==> config.mk <==
export PLATFORM = sky130hd
export DESIGN_NAME = flash_sr_ctrl
export DESIGN_NICKNAME = d
export VERILOG_FILES = /design/src/rtl/flash_sr_pkg.sv /design/src/rtl/flash_sr_sync.sv /design/src/rtl/flash_sr_frame.sv /design/src/rtl/flash_sr_regs.sv /design/src/rtl/flash_sr_ctrl.sv
export SDC_FILE = /design/constraint.sdc
export NUM_CORES = 1
export LEC_CHECK = 0
export ABC_AREA = 1
export CAP_MARGIN = 10
export CORE_ASPECT_RATIO = 1.75
export CORE_MARGIN = 1
export CORE_UTILIZATION = 45
export CTS_CLUSTER_DIAMETER = 120
export DETAILED_ROUTE_END_ITERATION = 10
export PLACE_DENSITY_LB_ADDON = 0.2
export SLEW_MARGIN = 0
export SYNTH_ARGS = -nofsm -noshare
export SYNTH_HDL_FRONTEND = slang
export SYNTH_SLANG_ARGS = --single-unit
export TNS_END_PERCENT = 1
==> constraint.sdc <==
create_clock -name clk_i -period 1.6 [get_ports clk_i]
set_input_delay 0.32 -clock clk_i [delete_from_list [all_inputs] [get_ports clk_i]]
set_output_delay 0.32 -clock clk_i [all_outputs]
set_load 0.01 [all_outputs]
==> src/rtl/flash_sr_pkg.sv <==
package flash_sr_pkg;
  localparam logic [7:0] OP_WREN = 8'h06;
  localparam logic [7:0] OP_EWSR = 8'h50;
  localparam logic [7:0] OP_WRDI = 8'h04;
  localparam logic [7:0] OP_WRSR = 8'h01;
  localparam logic [7:0] OP_OTPE = 8'hB1;

  localparam int unsigned BYTE_W     = 8;
  localparam int unsigned DATA_BYTES = 2;
  localparam int unsigned DATA_W     = BYTE_W * DATA_BYTES;
  localparam int unsigned FRAME_MAX  = BYTE_W * (1 + DATA_BYTES);
  localparam int unsigned CNT_W      = $clog2(FRAME_MAX + 2);

  // field positions in the two data bytes
  localparam int unsigned LOCK_BIT = 7;
  localparam int unsigned BP_LSB   = 2;
  localparam int unsigned BP_W     = 3;
  localparam int unsigned QE_BIT   = 1;

  typedef struct packed {
    logic            bpl;
    logic [BP_W-1:0] bp;
    logic            qe;
  } stat_t;

  typedef struct packed {
    logic             done;
    logic [CNT_W-1:0] nbits;
    logic [7:0]       opcode;
    logic [DATA_W-1:0] data;
  } frame_t;
endpackage

==> src/rtl/flash_sr_sync.sv <==
module flash_sr_sync #(
  parameter int unsigned     WIDTH  = 1,
  parameter int unsigned     STAGES = 2,
  parameter logic [WIDTH-1:0] RST   = '0
) (
  input  logic             clk_i,
  input  logic             rst_ni,
  input  logic [WIDTH-1:0] d_i,
  output logic [WIDTH-1:0] q_o
);
  logic [STAGES-1:0][WIDTH-1:0] st_q;

  always_ff @(posedge clk_i or negedge rst_ni) begin
    if (!rst_ni) begin
      for (int k = 0; k < STAGES; k++) st_q[k] <= RST;
    end else begin
      st_q[0] <= d_i;
      for (int k = 1; k < STAGES; k++) st_q[k] <= st_q[k-1];
    end
  end

  assign q_o = st_q[STAGES-1];
endmodule

==> src/rtl/flash_sr_frame.sv <==
module flash_sr_frame
  import flash_sr_pkg::*;
(
  input  logic   clk_i,
  input  logic   rst_ni,
  input  logic   sck_s_i,
  input  logic   csn_s_i,
  input  logic   sdi_s_i,
  output frame_t frame_o
);
  logic              sck_d_q, csn_d_q;
  logic [CNT_W-1:0]  cnt_q;
  logic [7:0]        op_q;
  logic [DATA_W-1:0] sh_q;
  logic              sck_rise, cs_rise, cnt_sat;

  assign sck_rise = sck_s_i & ~sck_d_q & ~csn_s_i;
  assign cs_rise  = csn_s_i & ~csn_d_q;
  assign cnt_sat  = (cnt_q == CNT_W'(FRAME_MAX + 1));

  always_ff @(posedge clk_i or negedge rst_ni) begin
    if (!rst_ni) begin
      sck_d_q <= 1'b0;
      csn_d_q <= 1'b1;
    end else begin
      sck_d_q <= sck_s_i;
      csn_d_q <= csn_s_i;
    end
  end

  always_ff @(posedge clk_i or negedge rst_ni) begin
    if (!rst_ni) begin
      cnt_q <= '0;
      op_q  <= '0;
      sh_q  <= '0;
    end else if (csn_s_i) begin
      // cleared only once the release edge has been consumed
      if (!cs_rise) begin
        cnt_q <= '0;
        op_q  <= '0;
      end
    end else if (sck_rise) begin
      if (!cnt_sat) cnt_q <= cnt_q + 1'b1;
      if (cnt_q == CNT_W'(BYTE_W - 1)) op_q <= {sh_q[6:0], sdi_s_i};
      sh_q <= {sh_q[DATA_W-2:0], sdi_s_i};
    end
  end

  assign frame_o.done   = cs_rise;
  assign frame_o.nbits  = cnt_q;
  assign frame_o.opcode = op_q;
  assign frame_o.data   = sh_q;
endmodule

==> src/rtl/flash_sr_regs.sv <==
module flash_sr_regs
  import flash_sr_pkg::*;
(
  input  logic   clk_i,
  input  logic   rst_ni,
  input  frame_t frame_i,
  input  logic   wp_s_i,
  output stat_t  stat_o,
  output logic   wel_o,
  output logic   otp_mode_o,
  output logic   otp_lock_o
);
  stat_t stat_q;
  logic  wel_q, otp_mode_q, otp_lock_q;
  logic  len_op, len_one, len_two, is_wrsr, wr_valid, wr_open;
  logic [BYTE_W-1:0] byte1, byte2;
  stat_t stat_new;

  assign len_op  = frame_i.nbits == CNT_W'(BYTE_W);
  assign len_one = frame_i.nbits == CNT_W'(2 * BYTE_W);
  assign len_two = frame_i.nbits == CNT_W'(3 * BYTE_W);
  assign is_wrsr = frame_i.opcode == OP_WRSR;

  // first byte sits low after a short frame, high after a full one
  assign byte1 = len_two ? frame_i.data[DATA_W-1 -: BYTE_W] : frame_i.data[BYTE_W-1:0];
  assign byte2 = frame_i.data[BYTE_W-1:0];

  always_comb begin
    stat_new.bpl = byte1[LOCK_BIT];
    stat_new.bp  = byte1[BP_LSB +: BP_W];
    stat_new.qe  = len_two ? byte2[QE_BIT] : 1'b0;
  end

  assign wr_valid = frame_i.done & is_wrsr & (len_one | len_two) & wel_q;
  assign wr_open  = wp_s_i | ~stat_q.bpl;

  always_ff @(posedge clk_i or negedge rst_ni) begin
    if (!rst_ni) begin
      stat_q     <= '0;
      wel_q      <= 1'b0;
      otp_mode_q <= 1'b0;
      otp_lock_q <= 1'b0;
    end else if (frame_i.done && len_op) begin
      unique case (frame_i.opcode)
        OP_WREN, OP_EWSR: wel_q <= 1'b1;
        OP_WRDI: begin
          wel_q      <= 1'b0;
          otp_mode_q <= 1'b0;
        end
        OP_OTPE: otp_mode_q <= 1'b1;
        default: ;
      endcase
    end else if (wr_valid) begin
      if (otp_mode_q) begin
        otp_lock_q <= 1'b1;
        wel_q      <= 1'b0;
      end else if (wr_open) begin
        stat_q <= stat_new;
        wel_q  <= 1'b0;
      end
    end
  end

  logic unused_bits;
  assign unused_bits = ^{byte1[6:5], byte1[1:0], byte2[7:2], byte2[0]};

  assign stat_o     = stat_q;
  assign wel_o      = wel_q;
  assign otp_mode_o = otp_mode_q;
  assign otp_lock_o = otp_lock_q;
endmodule

==> src/rtl/flash_sr_ctrl.sv <==
module flash_sr_ctrl
  import flash_sr_pkg::*;
#(
  parameter int unsigned SYNC_STAGES = 2
) (
  input  logic            clk_i,
  input  logic            rst_ni,
  input  logic            sck_i,
  input  logic            csn_i,
  input  logic            sdi_i,
  input  logic            wp_ni,
  output logic            wel_o,
  output logic [BP_W-1:0] bp_o,
  output logic            bpl_o,
  output logic            qe_o,
  output logic            otp_mode_o,
  output logic            otp_lock_o,
  output logic            otp_wr_ok_o
);
  logic [3:0] pins, pins_s;
  logic       sck_s, csn_s, sdi_s, wp_s;
  frame_t     frame;
  logic       frame_done;
  stat_t      stat;

  assign pins = {wp_ni, csn_i, sck_i, sdi_i};

  flash_sr_sync #(
    .WIDTH (4),
    .STAGES(SYNC_STAGES),
    .RST   (4'b0100)
  ) i_sync (
    .clk_i (clk_i),
    .rst_ni(rst_ni),
    .d_i   (pins),
    .q_o   (pins_s)
  );

  assign {wp_s, csn_s, sck_s, sdi_s} = pins_s;

  flash_sr_frame i_frame (
    .clk_i  (clk_i),
    .rst_ni (rst_ni),
    .sck_s_i(sck_s),
    .csn_s_i(csn_s),
    .sdi_s_i(sdi_s),
    .frame_o(frame)
  );

  assign frame_done = frame.done;

  flash_sr_regs i_regs (
    .clk_i     (clk_i),
    .rst_ni    (rst_ni),
    .frame_i   (frame),
    .wp_s_i    (wp_s),
    .stat_o    (stat),
    .wel_o     (wel_o),
    .otp_mode_o(otp_mode_o),
    .otp_lock_o(otp_lock_o)
  );

  assign bp_o        = stat.bp;
  assign bpl_o       = stat.bpl;
  assign qe_o        = stat.qe;
  assign otp_wr_ok_o = otp_mode_o & ~|stat.bp & ~otp_lock_o;
endmodule

==> results.sh, run 1 <==
export IMPL_antenna_left=0
export IMPL_slowest_delay_ns=0.54
export IMPL_syn_to_final_growth_pct=18.7
export IMPL_synthFlopType="dfrtp_1"
export IMPL_clock_root_buffer="clkbuf_8"
export IMPL_synth_top_area_share=0.534
export IMPL_clockBufferDepth=2
export IMPL_top_layer="met4"
export IMPL_via_count=1584
export IMPL_holdPathStages=0
export IMPL_grt_pass1_wl_um=6920
export IMPL_r2r_worst_path_cells=10
export IMPL_drc_errors=0
export IMPL_fin_nets=274
export IMPL_netlist_top_cells_area="dfrtp_1, nand2_1, inv_1"
export IMPL_slew_violations=0
export IMPL_grt_ovfl_total=0
export IMPL_r2r_start="i_frame.cnt_q[0]"
export IMPL_design_die_area_sq_um=4860
export IMPL_cp_max_fo=3
export IMPL_netlist_top_cells_count="nand2_1, dfrtp_1, inv_1"
export IMPL_fp_dieW_um=53.2
export IMPL_synthCells=234
export IMPL_min_path_type="reg2reg"
export IMPL_place_hpwl_um=3080
export IMPL_cts_tree="done"
export IMPL_cp_depth=1
export IMPL_cap_viol_max_count=0
export IMPL_synth_top_area_cell="dfrtp_1"
export IMPL_rsz0062_at_grt="yes"
export IMPL_initial_core_util=0.468
export IMPL_routed_wl_um=4050
export IMPL_drt_initial_drc_count=25
export IMPL_core_sq_um=4400
export IMPL_synth_edf_count=0
export IMPL_worst_setup_path_start_kind="register"
export IMPL_clock_sinks=47
export IMPL_grt_pass1_vias=1597
export IMPL_tightestPinTransition_ns=0.498
export IMPL_syn_mean_instance_area_sq_um=8.81
export IMPL_worstPathArrival_ns=1.22
export IMPL_cp_required_ns=1.28
export IMPL_path_clk_slew_ns=0.08
export IMPL_fillers=417
export IMPL_layout_min_cycle_time_ns=1.54
export IMPL_wl_met3_um=93
export IMPL_powerDensity_nw_per_um2=913
export IMPL_slew_limit_headroom=0.668
export IMPL_critPathBufInv=1
export IMPL_wl_per_cell_um=12.8
export IMPL_crit_start="i_regs.otp_lock_o"
export IMPL_numCtsBuffers=5
export IMPL_clkLatencyLatePin_ns=0.31
export IMPL_max_freq_mhz=649
export IMPL_drive_gt1_frac=0.158
export IMPL_antenna_cells=0
export IMPL_netlist_area_sq_um=2060
export IMPL_peakVddDrop_uv=704
export IMPL_setup_viol=0
export IMPL_yosysMostFrequentCell="nand2_1"
export IMPL_path_delay_family="buffers and inverters"
export IMPL_finClkSkew_ns=0.0106
export IMPL_endpoint_kind="output port"
export IMPL_drt_met1_wl_um=1540
export IMPL_first_pass_iters=4
export IMPL_syn_num_nets=243
export IMPL_yosysSeqAreaShare=0.573
export IMPL_synthArstFlopShare=1.00
export IMPL_status="finished, final reports clean"
export IMPL_grt_max_degree=28
export IMPL_hold_viol_final=0
export IMPL_wl_met2_um=2210
export IMPL_fin_area_sq_um=2450
export IMPL_crit_chain="clkdlybuf4s50_1"
export IMPL_gp_congestion=0.769
export IMPL_finalCritPeriodShare=0.962
export IMPL_ys_warn_count=0
export IMPL_grt_antenna_before_repair=0
export IMPL_cts_max_level=2
export IMPL_critPathKind="reg2out"
export IMPL_grt_util_all_layers=0.202
export IMPL_postPlaceCellArea_sq_um=2310
export IMPL_io_buffer_count=14
export IMPL_synth_seq_cells=47
export IMPL_synth_cell_type_count=24
export IMPL_post_route_util=0.555
export IMPL_hp_start="i_sync.st_q[3]"
export IMPL_dieHeight_um=91.5
export IMPL_slowest_stage="clkdlybuf4s50_1"
export IMPL_rows=32
export IMPL_power_leakage_nw=1.19
export IMPL_via_per_inst=5.00
export IMPL_io_pins=15
-- cell type report --
type / instances / area, sq um / area share
Clock inverter: 2 / 17.5 / 0.00716
Inverter: 33 / 124 / 0.0506
Clock buffer: 6 / 72.6 / 0.0297
Multi-Input combinational cell: 151 / 759 / 0.310
Tap cell: 51 / 63.8 / 0.0261
Sequential cell: 47 / 1180 / 0.482
Timing Repair Buffer: 27 / 229 / 0.0936
-- worst reg2reg max path, stage by stage (launching register included) --
cell	delay, ns
dfrtp_1	0.41
inv_2	0.06
ha_1	0.20
inv_1	0.07
nor2_1	0.04
nand3_1	0.13
nand2_2	0.08
nor2_4	0.21
nand2_4	0.10
nand2_1	0.07
nand2_1	0.05
-- final timing paths --
check	to	slack, ns
setup / recovery	otp_lock_o	0.06
max in group asynchronous	i_sync.q_o[2]	0.52
min in group asynchronous	i_frame.sh_q[6]	0.50
hold reg to reg	i_sync.q_o[3]	0.35
setup reg to reg	i_regs.stat_o[4]	0.10
hold / removal	i_sync.q_o[3]	0.35
-- registers in the layout (all words and copies together) (netlist names) --
| signal | cells |
|---|---|
| i_frame.cnt_q | 5 |
| i_frame.csn_d_q | 1 |
| i_frame.op_q | 8 |
| i_frame.sck_d_q | 1 |
| i_frame.sh_q | 16 |
| i_regs.otp_lock_o | 1 |
| i_regs.otp_mode_o | 1 |
| i_regs.stat_o | 5 |
| i_regs.wel_o | 1 |
| i_sync.q_o | 4 |
| i_sync.st_q | 4 |
-- kinds of logic after synthesis --
group	synth area share
AO/OA/AOI/OAI	0.0935
XOR/XNOR	0.00850
adder cells (fa/ha/maj)	0.0182
buffers and inverters	0.0674
flip-flops	0.573
AND/OR/NAND/NOR	0.240
-- power breakdown --
group,switching (W),total [W],internal (W)
clock,0.000411,0.000725,0.000314
combinational,0.000129,0.000200,0.0000712
sequential,0.0000470,0.00131,0.00126
-- repair_timing --
item                       in CTS  in global routing
buffers inserted                2                  1
setup endpoints to repair       5                  7
pin swaps                       0                  4
resized for setup               6                 10
hold endpoints to repair       17                  0
hold buffers                    1                  0
-- through the flow --
stage,setup TNS [ns],hold slack (ns),setup WS (ns),instances,power (W)
2_1_floorplan,0,0.0244,0.213,234,0.00144
3_3_place_gp,0,0.321,0.0461,305,0.00152
3_5_place_dp,0,0.311,0.0214,305,0.00153
4_1_cts,-0.00235,0.357,-0.00235,316,0.00225
5_1_grt,-0.107,0.362,-0.0300,317,0.00234
6_report,0,0.354,0.0602,317,0.00223
-- per-layer routing --
layer,vias to the layer above,GRT usage
li1,805,-
met1,741,0.200
met2,23,0.353
met3,15,0.0452
met4,0,0.129
met5,-,0
-- cell usage in the layout (no fill, tap or decap) --
| cell | netlist | routed |
|---|---|---|
| nor2_1 | 19 | 19 |
| nor3_1 | 4 | 3 |
| buf_2 | 2 | 2 |
| nand2_4 | 1 | 2 |
| nand2_1 | 59 | 56 |
| nor3_2 | 0 | 1 |
| o21ai_1 | 4 | 6 |
| ha_1 | 3 | 3 |
| clkbuf_1 | 0 | 1 |
| dlygate4sd2_1 | 0 | 3 |
| a21o_1 | 1 | 1 |
| dlygate4sd3_1 | 0 | 1 |
| clkinv_4 | 0 | 2 |
| o22ai_1 | 8 | 8 |
| buf_4 | 0 | 12 |
| nor2_2 | 2 | 2 |
| clkdlybuf4s50_1 | 0 | 8 |
| nor2_4 | 2 | 2 |
| dfrtp_1 | 44 | 44 |
| a21oi_1 | 4 | 4 |
| nand3_2 | 1 | 1 |
| dlymetal6s2s_1 | 0 | 1 |
| nand2_2 | 3 | 5 |
| xor2_1 | 2 | 2 |
| dfstp_2 | 3 | 3 |
| nand3_1 | 18 | 18 |
| clkbuf_8 | 0 | 5 |
| inv_1 | 29 | 28 |
| inv_2 | 3 | 4 |
| o21ai_0 | 19 | 17 |
| clkinv_1 | 1 | 1 |
| nor3_4 | 1 | 1 |
No activity file was read; power rests on OpenSTA's default activity.
==> run 2, diff against run 1 <==
- PLACE_DENSITY: unset -> 0.69
- PLACE_DENSITY_LB_ADDON: 0.2 -> unset
==> run 2 against run 1 <==
Worst hold slack worse by 0.0010 ns. Cell count down 0.63%. Die area unchanged. Non-clock buffer count down 2. Via count down 0.57%. Global-route usage down 0.68 points. Largest cell class unchanged. Largest power group unchanged.
==> results.sh, run 2 (synthesis results as in run 1) <==
export IMPL_setup_tns_final_ns=0
export IMPL_r2r_start="i_frame.cnt_q[1]"
export IMPL_cts_max_level=2
export IMPL_hold_end="i_sync.q_o[3]"
export IMPL_final_common_cell="nand2_1"
export IMPL_crit_chain="clkdlybuf4s50_1"
export IMPL_multiInputGateArea_sq_um=759
export IMPL_cp_max_fo=4
export IMPL_routed_wl_um=4020
export IMPL_grt_max_degree=28
export IMPL_finalCritPeriodShare=0.980
export IMPL_largest_reg_flops=16
export IMPL_comb_power_share=0.094
export IMPL_initial_core_util=0.468
export IMPL_clock_root_buffer="clkbuf_8"
export IMPL_worst_setup_path_start_kind="register"
export IMPL_rr_endpoint="i_regs.stat_o[3]"
export IMPL_cts_tree="done"
export IMPL_holdWs_ns=0.353
export IMPL_clkLatencyLatePin_ns=0.31
export IMPL_io_buffer_count=14
export IMPL_max_freq_mhz=638
export IMPL_cap_viol_max_count=0
export IMPL_grt_ovfl_total=0
export IMPL_slowest_stage="clkdlybuf4s50_1"
export IMPL_holdPathStages=0
export IMPL_switching_share=0.267
export IMPL_power_frac_seq=0.581
export IMPL_p_clk_frac=0.325
export IMPL_peakVddDrop_uv=632
export IMPL_power_switching_w=0.000600
export IMPL_clockBufferDepth=2
export IMPL_path_delay_family="buffers and inverters"
export IMPL_first_pass_iters=4
export IMPL_dieHeight_um=91.5
export IMPL_post_route_util=0.554
export IMPL_numCtsBuffers=5
export IMPL_min_path_type="reg2reg"
export IMPL_critPathBufInv=1
export IMPL_rows=32
export IMPL_endpoint_kind="output port"
export IMPL_powerDensity_nw_per_um2=922
export IMPL_fillers=404
export IMPL_wl_met2_um=2170
export IMPL_syn_to_final_growth_pct=18.5
export IMPL_rrSetupSlack_ns=0.12
export IMPL_tightestPinTransition_ns=0.411
export IMPL_antenna_cells=0
export IMPL_core_sq_um=4400
export IMPL_grt_util_all_layers=0.195
export IMPL_setup_viol=0
export IMPL_design_die_area_sq_um=4860
export IMPL_wl_met3_um=80
export IMPL_fp_dieW_um=53.2
export IMPL_grt_antenna_before_repair=0
export IMPL_grt_pass1_wl_um=6800
export IMPL_grt_pass1_vias=1586
export IMPL_critPathKind="reg2out"
export IMPL_finClkSkew_ns=0.00775
export IMPL_drc_errors=0
export IMPL_r2r_worst_path_cells=9
export IMPL_p_int_w=0.00165
export IMPL_power_leakage_nw=1.18
export IMPL_wl_per_cell_um=12.8
export IMPL_hold_viol_final=0
export IMPL_via_per_inst=5.00
export IMPL_slowest_delay_ns=0.55
export IMPL_antenna_left=0
export IMPL_reg_largest_list="i_frame.sh_q (16), i_frame.op_q (8)"
export IMPL_clock_sinks=47
export IMPL_largest_register="i_frame.sh_q"
export IMPL_fin_nets=272
export IMPL_hp_start="i_sync.st_q[3]"
export IMPL_mostFrequentLayoutCells="nand2_1, dfrtp_1, inv_1"
export IMPL_via_count=1575
export IMPL_layout_min_cycle_time_ns=1.57
export IMPL_status="finished, final reports clean"
export IMPL_path_clk_slew_ns=0.09
export IMPL_top_layer="met4"
export IMPL_gp_congestion=0.761
export IMPL_drt_met1_wl_um=1590
export IMPL_io_pins=15
export IMPL_rsz0062_at_grt="yes"
export IMPL_cp_required_ns=1.28
export IMPL_slew_limit_headroom=0.726
export IMPL_regArea_sq_um=1180
export IMPL_drt_initial_drc_count=11
export IMPL_slew_violations=0
export IMPL_worstPathArrival_ns=1.25
export IMPL_post_place_cells=305
export IMPL_fin_cells=315
export IMPL_place_hpwl_um=3070
export IMPL_drive_gt1_frac=0.152
-- run 2: stage by stage --
| step | setup slack [ns] | power [W] | cell area [sq um] |
|---|---|---|---|
| after floorplan | 0.213 | 0.00144 | 2060 |
| after global placement | 0.0471 | 0.00153 | 2320 |
| after detailed placement | 0.0312 | 0.00154 | 2320 |
| after CTS | -0.00603 | 0.00227 | 2420 |
| after global routing | -0.0244 | 0.00236 | 2440 |
| final | 0.0327 | 0.00225 | 2440 |
-- run 2: metal layers --
metal / up-vias / global-route usage
met5: - / 0
li1: 799 / -
met4: 0 / 0.103
met1: 737 / 0.207
met3: 15 / 0.0436
met2: 24 / 0.339
-- run 2: worst max-delay path by stage --
stage / depth (start not counted) / to / slack [ns] / from
final: 1 / bpl_o / 0.03 / i_regs.stat_o[4]
after floorplan: 9 / i_regs.stat_o[4] / 0.21 / i_frame.cnt_q[0]
after CTS: 4 / otp_wr_ok_o / -0.006 / i_regs.stat_o[2]
after global placement: 4 / otp_wr_ok_o / 0.05 / i_regs.stat_o[2]
after detailed placement: 4 / otp_wr_ok_o / 0.03 / i_regs.stat_o[2]
after global routing: 9 / i_regs.stat_o[2] / -0.02 / i_frame.cnt_q[0]
-- run 2: layout make-up --
class | count | area share
Multi-Input combinational cell | 151 | 0.311
Timing Repair Buffer | 25 | 0.0912
Inverter | 33 | 0.0507
Sequential cell | 47 | 0.483
Clock buffer | 5 | 0.0282
Clock inverter | 3 | 0.00923
Tap cell | 51 | 0.0261
-- run 2: power by group through the flow --
stage               Combinational (W)  Clock [W]  Sequential (W)
finish                       0.000212   0.000731         0.00131
detailed placement           0.000204          0         0.00133
CTS                          0.000207   0.000750         0.00131
global route                 0.000247   0.000793         0.00132
floorplan                    0.000120          0         0.00132
global placement             0.000197          0         0.00133
-- run 2: repair_timing --
item | CTS | global route
hold buffers | 1 | 0
endpoints found under the setup margin | 5 | 15
setup buffers | 0 | 1
gates cloned | 0 | 0
resized for setup | 6 | 7
hold endpoints to repair | 13 | 0
pin swaps | 0 | 1
